`config.mk`:
```
export PLATFORM = sky130hd
export DESIGN_NAME = dram_map_seq
export DESIGN_NICKNAME = d
export VERILOG_FILES = /design/src/rtl/dram_map_pkg.sv /design/src/rtl/dram_addr_dec.sv /design/src/rtl/dram_ref_timer.sv /design/src/rtl/dram_seq_fsm.sv /design/src/rtl/dram_map_seq.sv
export SDC_FILE = /design/constraint.sdc
export NUM_CORES = 1
export LEC_CHECK = 0
export BUFFER_PORTS_ARGS = -buffer_cell sky130_fd_sc_hd__buf_4
export CAP_MARGIN = 20
export CORE_MARGIN = 2
export CORE_UTILIZATION = 61
export CTS_BUF_LIST = sky130_fd_sc_hd__clkbuf_2 sky130_fd_sc_hd__clkbuf_4 sky130_fd_sc_hd__clkbuf_8
export DETAILED_ROUTE_END_ITERATION = 7
export GPL_TIMING_DRIVEN = 0
export PLACE_DENSITY = 0.82
export SLEW_MARGIN = 30
export SYNTH_ARGS = -nofsm -noshare
export SYNTH_HDL_FRONTEND = slang
export SYNTH_HIERARCHICAL = 1
export SYNTH_SLANG_ARGS = --single-unit
```
`constraint.sdc`:
```
create_clock -name clk -period 6.4 [get_ports clk]
set_input_delay 0 -clock clk [delete_from_list [all_inputs] [get_ports clk]]
set_output_delay 0 -clock clk [all_outputs]
set_load 0.1 [all_outputs]
```
`src/rtl/dram_map_pkg.sv`:
```
package dram_map_pkg;

  typedef enum logic [2:0] {
    SQ_IDLE,
    SQ_ROW,
    SQ_COLP,
    SQ_COLGAP,
    SQ_PRECH,
    SQ_RF_CAS,
    SQ_RF_RAS
  } seq_state_t;

  // field order sets the cfg_wdata bit positions: enables in the low bits
  typedef struct packed {
    logic [1:0] size_hi;
    logic [1:0] size_lo;
    logic [1:0] wide;
    logic [1:0] en;
  } bank_cfg_t;

  localparam bank_cfg_t BANK_CFG_RESET = '{size_hi: 2'd0, size_lo: 2'd0,
                                          wide: 2'b00, en: 2'b01};

  // log2 of the bank span in bytes for each size code
  function automatic int unsigned span_lg2(input logic [1:0] code);
    case (code)
      2'd0:    return 19;
      2'd1:    return 21;
      2'd2:    return 22;
      default: return 24;
    endcase
  endfunction

endpackage

```
`src/rtl/dram_addr_dec.sv`:
```
module dram_addr_dec
  import dram_map_pkg::*;
#(
  parameter int              ADDR_W = 32,
  parameter logic [ADDR_W-1:0] MID  = 32'h0300_0000,
  parameter int              ROW_W  = 14,
  parameter int              COL_W  = 10
) (
  input  logic [ADDR_W-1:0] addr,
  input  bank_cfg_t         cfg,
  output logic              hit,
  output logic              bank,
  output logic [ROW_W-1:0]  row,
  output logic [COL_W-1:0]  col
);

  localparam int WORD_W = ROW_W + COL_W;

  genvar b;
  generate
    for (b = 0; b < 2; b++) begin : g_bank
      logic [1:0]        code;
      logic [ADDR_W-1:0] span;
      logic [ADDR_W-1:0] base;
      logic [ADDR_W-1:0] off;
      logic [WORD_W-1:0] word;
      logic              in_rng;
      logic              hit_b;

      assign code   = (b == 0) ? cfg.size_lo : cfg.size_hi;
      assign span   = {{(ADDR_W-1){1'b0}}, 1'b1} << span_lg2(code);
      // lower bank ends at MID, upper bank starts there
      assign base   = (b == 0) ? (MID - span) : MID;
      assign off    = addr - base;
      assign in_rng = (addr >= base) && (off < span);
      assign hit_b  = cfg.en[b] && in_rng;
      assign word   = cfg.wide[b] ? WORD_W'(off >> 1) : WORD_W'(off);
    end
  endgenerate

  assign hit  = g_bank[0].hit_b | g_bank[1].hit_b;
  assign bank = g_bank[1].hit_b;
  assign row  = bank ? g_bank[1].word[COL_W +: ROW_W] : g_bank[0].word[COL_W +: ROW_W];
  assign col  = bank ? g_bank[1].word[COL_W-1:0]      : g_bank[0].word[COL_W-1:0];

endmodule

```
`src/rtl/dram_ref_timer.sv`:
```
module dram_ref_timer #(
  parameter int REF_W = 12
) (
  input  logic             clk,
  input  logic             rst_n,
  input  logic [REF_W-1:0] interval,
  input  logic             ack,
  output logic             pend
);

  logic [REF_W-1:0] cnt;
  logic             wrap;

  assign wrap = (interval != '0) && (cnt >= interval - 1'b1);

  always_ff @(posedge clk or negedge rst_n) begin
    if (!rst_n) begin
      cnt  <= '0;
      pend <= 1'b0;
    end else begin
      if (interval == '0 || wrap) cnt <= '0;
      else                        cnt <= cnt + 1'b1;
      if (wrap)     pend <= 1'b1;
      else if (ack) pend <= 1'b0;
    end
  end

endmodule

```
`src/rtl/dram_seq_fsm.sv`:
```
module dram_seq_fsm
  import dram_map_pkg::*;
#(
  parameter int ROW_W  = 14,
  parameter int COL_W  = 10,
  parameter int MA_W   = 14,
  parameter int LEN_W  = 4,
  parameter int T_RCD  = 2,
  parameter int T_CASW = 1,
  parameter int T_CP   = 1,
  parameter int T_RP   = 2,
  parameter int T_CSR  = 1,
  parameter int T_RREF = 3
) (
  input  logic             clk,
  input  logic             rst_n,
  input  logic             start_acc,
  input  logic             acc_bank,
  input  logic [ROW_W-1:0] acc_row,
  input  logic [COL_W-1:0] acc_col,
  input  logic [LEN_W-1:0] acc_len,
  input  logic             acc_wr,
  input  logic             start_ref,
  input  logic [1:0]       ref_en,
  output logic [1:0]       ras_n,
  output logic             cas_n,
  output logic             we_n,
  output logic [MA_W-1:0]  ma,
  output logic             acc_last,
  output logic             idle,
  output logic             in_ref
);

  localparam int T_M1  = (T_RCD > T_CASW) ? T_RCD : T_CASW;
  localparam int T_M2  = (T_CP > T_RP) ? T_CP : T_RP;
  localparam int T_M3  = (T_CSR > T_RREF) ? T_CSR : T_RREF;
  localparam int T_M12 = (T_M1 > T_M2) ? T_M1 : T_M2;
  localparam int T_MAX = (T_M12 > T_M3) ? T_M12 : T_M3;
  localparam int TW    = (T_MAX < 2) ? 1 : $clog2(T_MAX);

  seq_state_t       st;
  logic [TW-1:0]    cnt;
  logic             bank_q;
  logic             wr_q;
  logic [ROW_W-1:0] row_q;
  logic [COL_W-1:0] col_q;
  logic [LEN_W-1:0] beats_q;
  logic             cnt_end;

  assign cnt_end = (cnt == '0);

  always_ff @(posedge clk or negedge rst_n) begin
    if (!rst_n) begin
      st      <= SQ_IDLE;
      cnt     <= '0;
      bank_q  <= 1'b0;
      wr_q    <= 1'b0;
      row_q   <= '0;
      col_q   <= '0;
      beats_q <= '0;
    end else begin
      case (st)
        SQ_IDLE: begin
          if (start_ref) begin
            st  <= SQ_RF_CAS;
            cnt <= TW'(T_CSR - 1);
          end else if (start_acc) begin
            st      <= SQ_ROW;
            cnt     <= TW'(T_RCD - 1);
            bank_q  <= acc_bank;
            wr_q    <= acc_wr;
            row_q   <= acc_row;
            col_q   <= acc_col;
            beats_q <= acc_len;
          end
        end
        SQ_ROW: begin
          if (cnt_end) begin
            st  <= SQ_COLP;
            cnt <= TW'(T_CASW - 1);
          end else cnt <= cnt - 1'b1;
        end
        SQ_COLP: begin
          if (cnt_end) begin
            if (beats_q == '0) begin
              st  <= SQ_PRECH;
              cnt <= TW'(T_RP - 1);
            end else begin
              st      <= SQ_COLGAP;
              cnt     <= TW'(T_CP - 1);
              beats_q <= beats_q - 1'b1;
              col_q   <= col_q + 1'b1;
            end
          end else cnt <= cnt - 1'b1;
        end
        SQ_COLGAP: begin
          if (cnt_end) begin
            st  <= SQ_COLP;
            cnt <= TW'(T_CASW - 1);
          end else cnt <= cnt - 1'b1;
        end
        SQ_RF_CAS: begin
          if (cnt_end) begin
            st  <= SQ_RF_RAS;
            cnt <= TW'(T_RREF - 1);
          end else cnt <= cnt - 1'b1;
        end
        SQ_RF_RAS: begin
          if (cnt_end) begin
            st  <= SQ_PRECH;
            cnt <= TW'(T_RP - 1);
          end else cnt <= cnt - 1'b1;
        end
        SQ_PRECH: begin
          if (cnt_end) st <= SQ_IDLE;
          else         cnt <= cnt - 1'b1;
        end
        default: st <= SQ_IDLE;
      endcase
    end
  end

  always_comb begin
    ras_n = 2'b11;
    cas_n = 1'b1;
    we_n  = 1'b1;
    ma    = '0;
    case (st)
      SQ_ROW: begin
        ras_n[bank_q] = 1'b0;
        ma            = MA_W'(row_q);
      end
      SQ_COLP: begin
        ras_n[bank_q] = 1'b0;
        cas_n         = 1'b0;
        we_n          = !wr_q;
        ma            = MA_W'(col_q);
      end
      SQ_COLGAP: begin
        ras_n[bank_q] = 1'b0;
        we_n          = !wr_q;
        ma            = MA_W'(col_q);
      end
      SQ_RF_CAS: cas_n = 1'b0;
      SQ_RF_RAS: begin
        cas_n = 1'b0;
        ras_n = ~ref_en;
      end
      default: ;
    endcase
  end

  assign acc_last = (st == SQ_COLP) && cnt_end && (beats_q == '0);
  assign idle     = (st == SQ_IDLE);
  assign in_ref   = (st == SQ_RF_CAS) || (st == SQ_RF_RAS);

endmodule

```
`src/rtl/dram_map_seq.sv`:
```
module dram_map_seq
  import dram_map_pkg::*;
#(
  parameter int                ADDR_W    = 32,
  parameter logic [ADDR_W-1:0] MID       = 32'h0300_0000,
  parameter int                ROW_W     = 14,
  parameter int                COL_W     = 10,
  parameter int                LEN_W     = 4,
  parameter int                REF_W     = 12,
  parameter int                REF_RESET = 200,
  parameter int                T_RCD     = 2,
  parameter int                T_CASW    = 1,
  parameter int                T_CP      = 1,
  parameter int                T_RP      = 2,
  parameter int                T_CSR     = 1,
  parameter int                T_RREF    = 3,
  localparam int               MA_W      = (ROW_W > COL_W) ? ROW_W : COL_W,
  localparam int               CFG_W     = (REF_W > 8) ? REF_W : 8
) (
  input  logic              clk,
  input  logic              rst_n,
  input  logic              cfg_we,
  input  logic              cfg_sel,
  input  logic [CFG_W-1:0]  cfg_wdata,
  input  logic              req_valid,
  output logic              req_ready,
  input  logic [ADDR_W-1:0] req_addr,
  input  logic              req_write,
  input  logic [LEN_W-1:0]  req_len,
  output logic [1:0]        dram_ras_n,
  output logic              dram_cas_n,
  output logic              dram_we_n,
  output logic [MA_W-1:0]   dram_ma
);

  bank_cfg_t        cfg_q;
  logic [REF_W-1:0] ival_q;

  always_ff @(posedge clk or negedge rst_n) begin
    if (!rst_n) begin
      cfg_q  <= BANK_CFG_RESET;
      ival_q <= REF_W'(REF_RESET);
    end else if (cfg_we) begin
      if (!cfg_sel) cfg_q  <= bank_cfg_t'(cfg_wdata[7:0]);
      else          ival_q <= cfg_wdata[REF_W-1:0];
    end
  end

  logic             dec_hit;
  logic             dec_bank;
  logic [ROW_W-1:0] dec_row;
  logic [COL_W-1:0] dec_col;

  dram_addr_dec #(
    .ADDR_W(ADDR_W), .MID(MID), .ROW_W(ROW_W), .COL_W(COL_W)
  ) u_dec (
    .addr(req_addr), .cfg(cfg_q), .hit(dec_hit), .bank(dec_bank),
    .row(dec_row), .col(dec_col)
  );

  logic ref_pend;
  logic seq_idle;
  logic seq_last;
  logic seq_in_ref;
  logic start_ref;
  logic start_acc;
  logic go;

  assign start_ref = seq_idle && ref_pend;
  assign go        = seq_idle && !ref_pend && req_valid;
  assign start_acc = go && dec_hit;
  assign req_ready = (go && !dec_hit) || seq_last;

  dram_ref_timer #(.REF_W(REF_W)) u_tmr (
    .clk(clk), .rst_n(rst_n), .interval(ival_q), .ack(start_ref), .pend(ref_pend)
  );

  dram_seq_fsm #(
    .ROW_W(ROW_W), .COL_W(COL_W), .MA_W(MA_W), .LEN_W(LEN_W),
    .T_RCD(T_RCD), .T_CASW(T_CASW), .T_CP(T_CP), .T_RP(T_RP),
    .T_CSR(T_CSR), .T_RREF(T_RREF)
  ) u_seq (
    .clk(clk), .rst_n(rst_n),
    .start_acc(start_acc), .acc_bank(dec_bank), .acc_row(dec_row),
    .acc_col(dec_col), .acc_len(req_len), .acc_wr(req_write),
    .start_ref(start_ref), .ref_en(cfg_q.en),
    .ras_n(dram_ras_n), .cas_n(dram_cas_n), .we_n(dram_we_n), .ma(dram_ma),
    .acc_last(seq_last), .idle(seq_idle), .in_ref(seq_in_ref)
  );

endmodule

```
==> results_tabular.tex <==
\begin{tabular}{lr}
\hline
Metric & Value \\
\hline
\multicolumn{2}{l}{\textbf{Status}} \\
Outcome & finished clean \\
\multicolumn{2}{l}{\textbf{Die}} \\
Die Y-Extent & 104.1 um \\
Starting utilization of the core area & between 60\% and 70\% \\
Chip Width & approximately 100 um \\
FP Rows & 36 \\
Number of top-level design ports & 73 \\
Area inside the core boundary & roughly 0.0097 mm2 \\
Die Area & roughly 0.011 mm2 \\
\multicolumn{2}{l}{\textbf{STA}} \\
Final-report setup violation count & 0 \\
Setup repair after global routing missed its margin & no \\
Final worst-path cycle share & between 90 and 100\% \\
Slew at the pin closest to its max-slew limit & between 1 and 1.5 ns \\
Number of hold-slack violations in the final timing report & 0 \\
Max Freq & 0.1640 GHz \\
Clock Skews & about 0.013 ns \\
Slew Limit Fails & 0 \\
Tightest slew margin relative to the limit & between 20\% and 30\% \\
Clock period minus final worst setup slack & $\sim$6 ns \\
Worst-case setup margin in the final layout & between 0.3 and 0.4 ns \\
\multicolumn{2}{l}{\textbf{Job}} \\
Number of max-cap violations & 0 \\
\multicolumn{2}{l}{\textbf{Layout}} \\
Number of nets in the finished design & slightly below 900 \\
Most frequent cells in the layout & 72 x sky130\_fd\_sc\_hd\_\_buf\_4, 71 x sky130\_fd\_sc\_hd\_\_ha\_1, 62 x sky130\_fd\_sc\_hd\_\_dfrtp\_1, 57 x sky130\_fd\_sc\_hd\_\_nor2\_1, 41 x sky130\_fd\_sc\_hd\_\_nand2\_1 \\
Count of fill cells added during filler insertion & roughly 740 \\
Multi-input gate area & 0.004153 mm2 \\
Most common library cell in the layout ignoring fill and taps & sky130\_fd\_sc\_hd\_\_buf\_4 \\
Antenna diode count & 0 \\
Total area of sequential cells & approximately 0.0017 mm2 \\
Area grow syn2layout & 18.46\% \\
Layout cells sized above 1 & between 20 and 25\% \\
\multicolumn{2}{l}{\textbf{CTS}} \\
Largest buffer count on any clock path & 2 \\
TritonCTS clock tree & yes \\
H-Tree Level Count & 3 \\
Latest clock arrival within the worst-skew pair & 0.35 ns \\
Number of sinks driven by the clock tree & a little under 70 \\
TritonCTS buffer count & 9 \\
Master cell of the clock root buffer & sky130\_fd\_sc\_hd\_\_clkbuf\_8 \\
Clock input transition at the sequential cells of the worst setup and hold paths & 0.09 ns \\
\multicolumn{2}{l}{\textbf{Power and ir drop}} \\
LEAKAGE & 3.242 nW \\
Power density normalized to cell area & 408.0 mW/mm2 \\
Overall Power & between 2 and 3 mW \\
Worst supply voltage drop on vdd & $\sim$300 uV \\
\multicolumn{2}{l}{\textbf{Setup path}} \\
Critical Path Source Type & flop \\
Dominant cell type by count on the critical path & sky130\_fd\_sc\_hd\_\_ha\_1 \\
Worst Setup End Kind & flop \\
Crit path arrival time & about 6.3 ns \\
Kind of critical path & flop to flop \\
Endpoint required time on the critical path & between 6 and 7 ns \\
CP max stage cell & sky130\_fd\_sc\_hd\_\_or4b\_2 \\
Peak per-stage delay on the critical path & approximately 0.7 ns \\
Largest fanout on the critical path & 10 \\
\multicolumn{2}{l}{\textbf{Placed design}} \\
Final GP Congestion & roughly 0.93 \\
I/O Buffers & 70 \\
HPWL Detailed & $\sim$12 mm \\
Pre-CTS setup slack & -0.4208 ns \\
\multicolumn{2}{l}{\textbf{Global routing}} \\
First-pass GRT wire length & 26.71 mm \\
Grt met2 use & 55.97\% \\
Vias in the first global route & $\sim$5.6k \\
Met1 capacity usage during global routing & between 30\% and 40\% \\
Largest net degree at the start of global routing & 69 \\
Highest-utilization routing layer at the global route stage & met2 \\
Overall fraction of global-route tracks in use & 30.22\% \\
Overflow left after global routing & 0 \\
Antenna violations before repair & 0 \\
Global routing met3 resource utilization & between 3 and 4\% \\
\multicolumn{2}{l}{\textbf{Detailed routing}} \\
Remaining routing DRC violations & 0 \\
Detail-routed via count per cell & 6.087 \\
ANT nets after route & 0 \\
Routed len/inst & 17.86 um \\
First-pass iteration count of the detailed router & 7 \\
Count of vias placed by the detailed router & 5,515 \\
Number of DRC markers in iteration 0 & 316 \\
Total routed wirelength & between 15 and 20 mm \\
\multicolumn{2}{l}{\textbf{Hold path}} \\
Class of the tightest hold or removal check & primary input to flop \\
\multicolumn{2}{l}{\textbf{Synth}} \\
Avg Synthesized Cell Area & approximately 9 um2 \\
Instance count of the mapped netlist & 668 \\
Cell area after synthesis & $\sim$0.0061 mm2 \\
Synth warn & 6 \\
\hline
\end{tabular}
-- state kept, by name, summed over array words and instances, names as in the netlist, 2 cells and up --
name           count
u_seq/st           3
u_tmr/cnt         12
u_seq/cnt          2
cfg_q              8
ival_q            12
u_seq/row_q       14
u_seq/col_q       10
u_seq/beats_q      4
-- worst paths after layout --
path	startpoint	end	slack [ns]	cells past startpoint
max	cfg_q[4]$_DFFE_PN0P_	u_seq/row_q[9]$_DFFE_PN0P_	0.30	27
min	req_addr[11]	u_seq/row_q[1]$_DFFE_PN0P_	0.02	3
max reg2reg	cfg_q[4]$_DFFE_PN0P_	u_seq/row_q[9]$_DFFE_PN0P_	0.30	27
min reg2reg	u_seq/wr_q$_DFFE_PN0P_	u_seq/wr_q$_DFFE_PN0P_	0.51	1
max in group asynchronous	rst_n	cfg_q[5]$_DFFE_PN0P_	5.69	2
min in group asynchronous	rst_n	u_seq/st[1]$_DFFE_PN0P_	0.21	2
-- where the power goes --
group	switching (mW)	internal, mW
logic	1.21	0.646
clock network	0.188	0.181
registers	0.155	0.577
-- worst max-delay path, delay by kind of cell (launching register included) --
kind	cells	cell delay [ns]
XOR/XNOR	1	0.18
buffers and inverters	3	0.53
multiplexers	2	0.58
AO/OA/AOI/OAI	5	0.98
flip-flops	1	0.45
adder cells (fa/ha/maj)	4	1.06
AND/OR/NAND/NOR	12	2.22
-- through the flow --
step | utilization (%) | area (um2) | TNS [ns] | cells | hold WS [ns]
4_1_cts | 73.98 | 7198 | 0 | 905 | 0.004003
6_report | 74.43 | 7242 | 0 | 906 | 0.01534
5_1_grt | 74.43 | 7242 | 0 | 906 | 0.02199
3_3_place_gp | 69.98 | 6809 | -3.888 | 872 | 0.1587
3_5_place_dp | 69.98 | 6809 | -7.641 | 872 | 0.1709
2_1_floorplan | - | 6117 | 0 | 669 | -0.2956
-- what timing repair did --
action                                 4_1_cts  5_1_grt
endpoints found under the hold margin       89        0
cloned                                       0        0
hold buffers                                18        0
buffers inserted                             0        1
setup endpoints to repair                   30       31
gates resized for setup                      5        8
-- layout make-up --
cell class / count / area share (%)
Clock buffer: 9 / 1.710
Inverter: 40 / 2.073
Multi-Input combinational cell: 533 / 57.34
Buffer: 27 / 2.039
Tap cell: 133 / 2.298
Sequential cell: 68 / 23.60
Clock inverter: 7 / 1.037
Timing Repair Buffer: 89 / 9.900
-- layer usage --
metal  up-vias  routed length [um]
met5         -                   0
met4         0                 306
met3        30                 733
met2       185                8488
met1      2685                6654
li1       2615                   -
(Power assumes the default switching activity.)
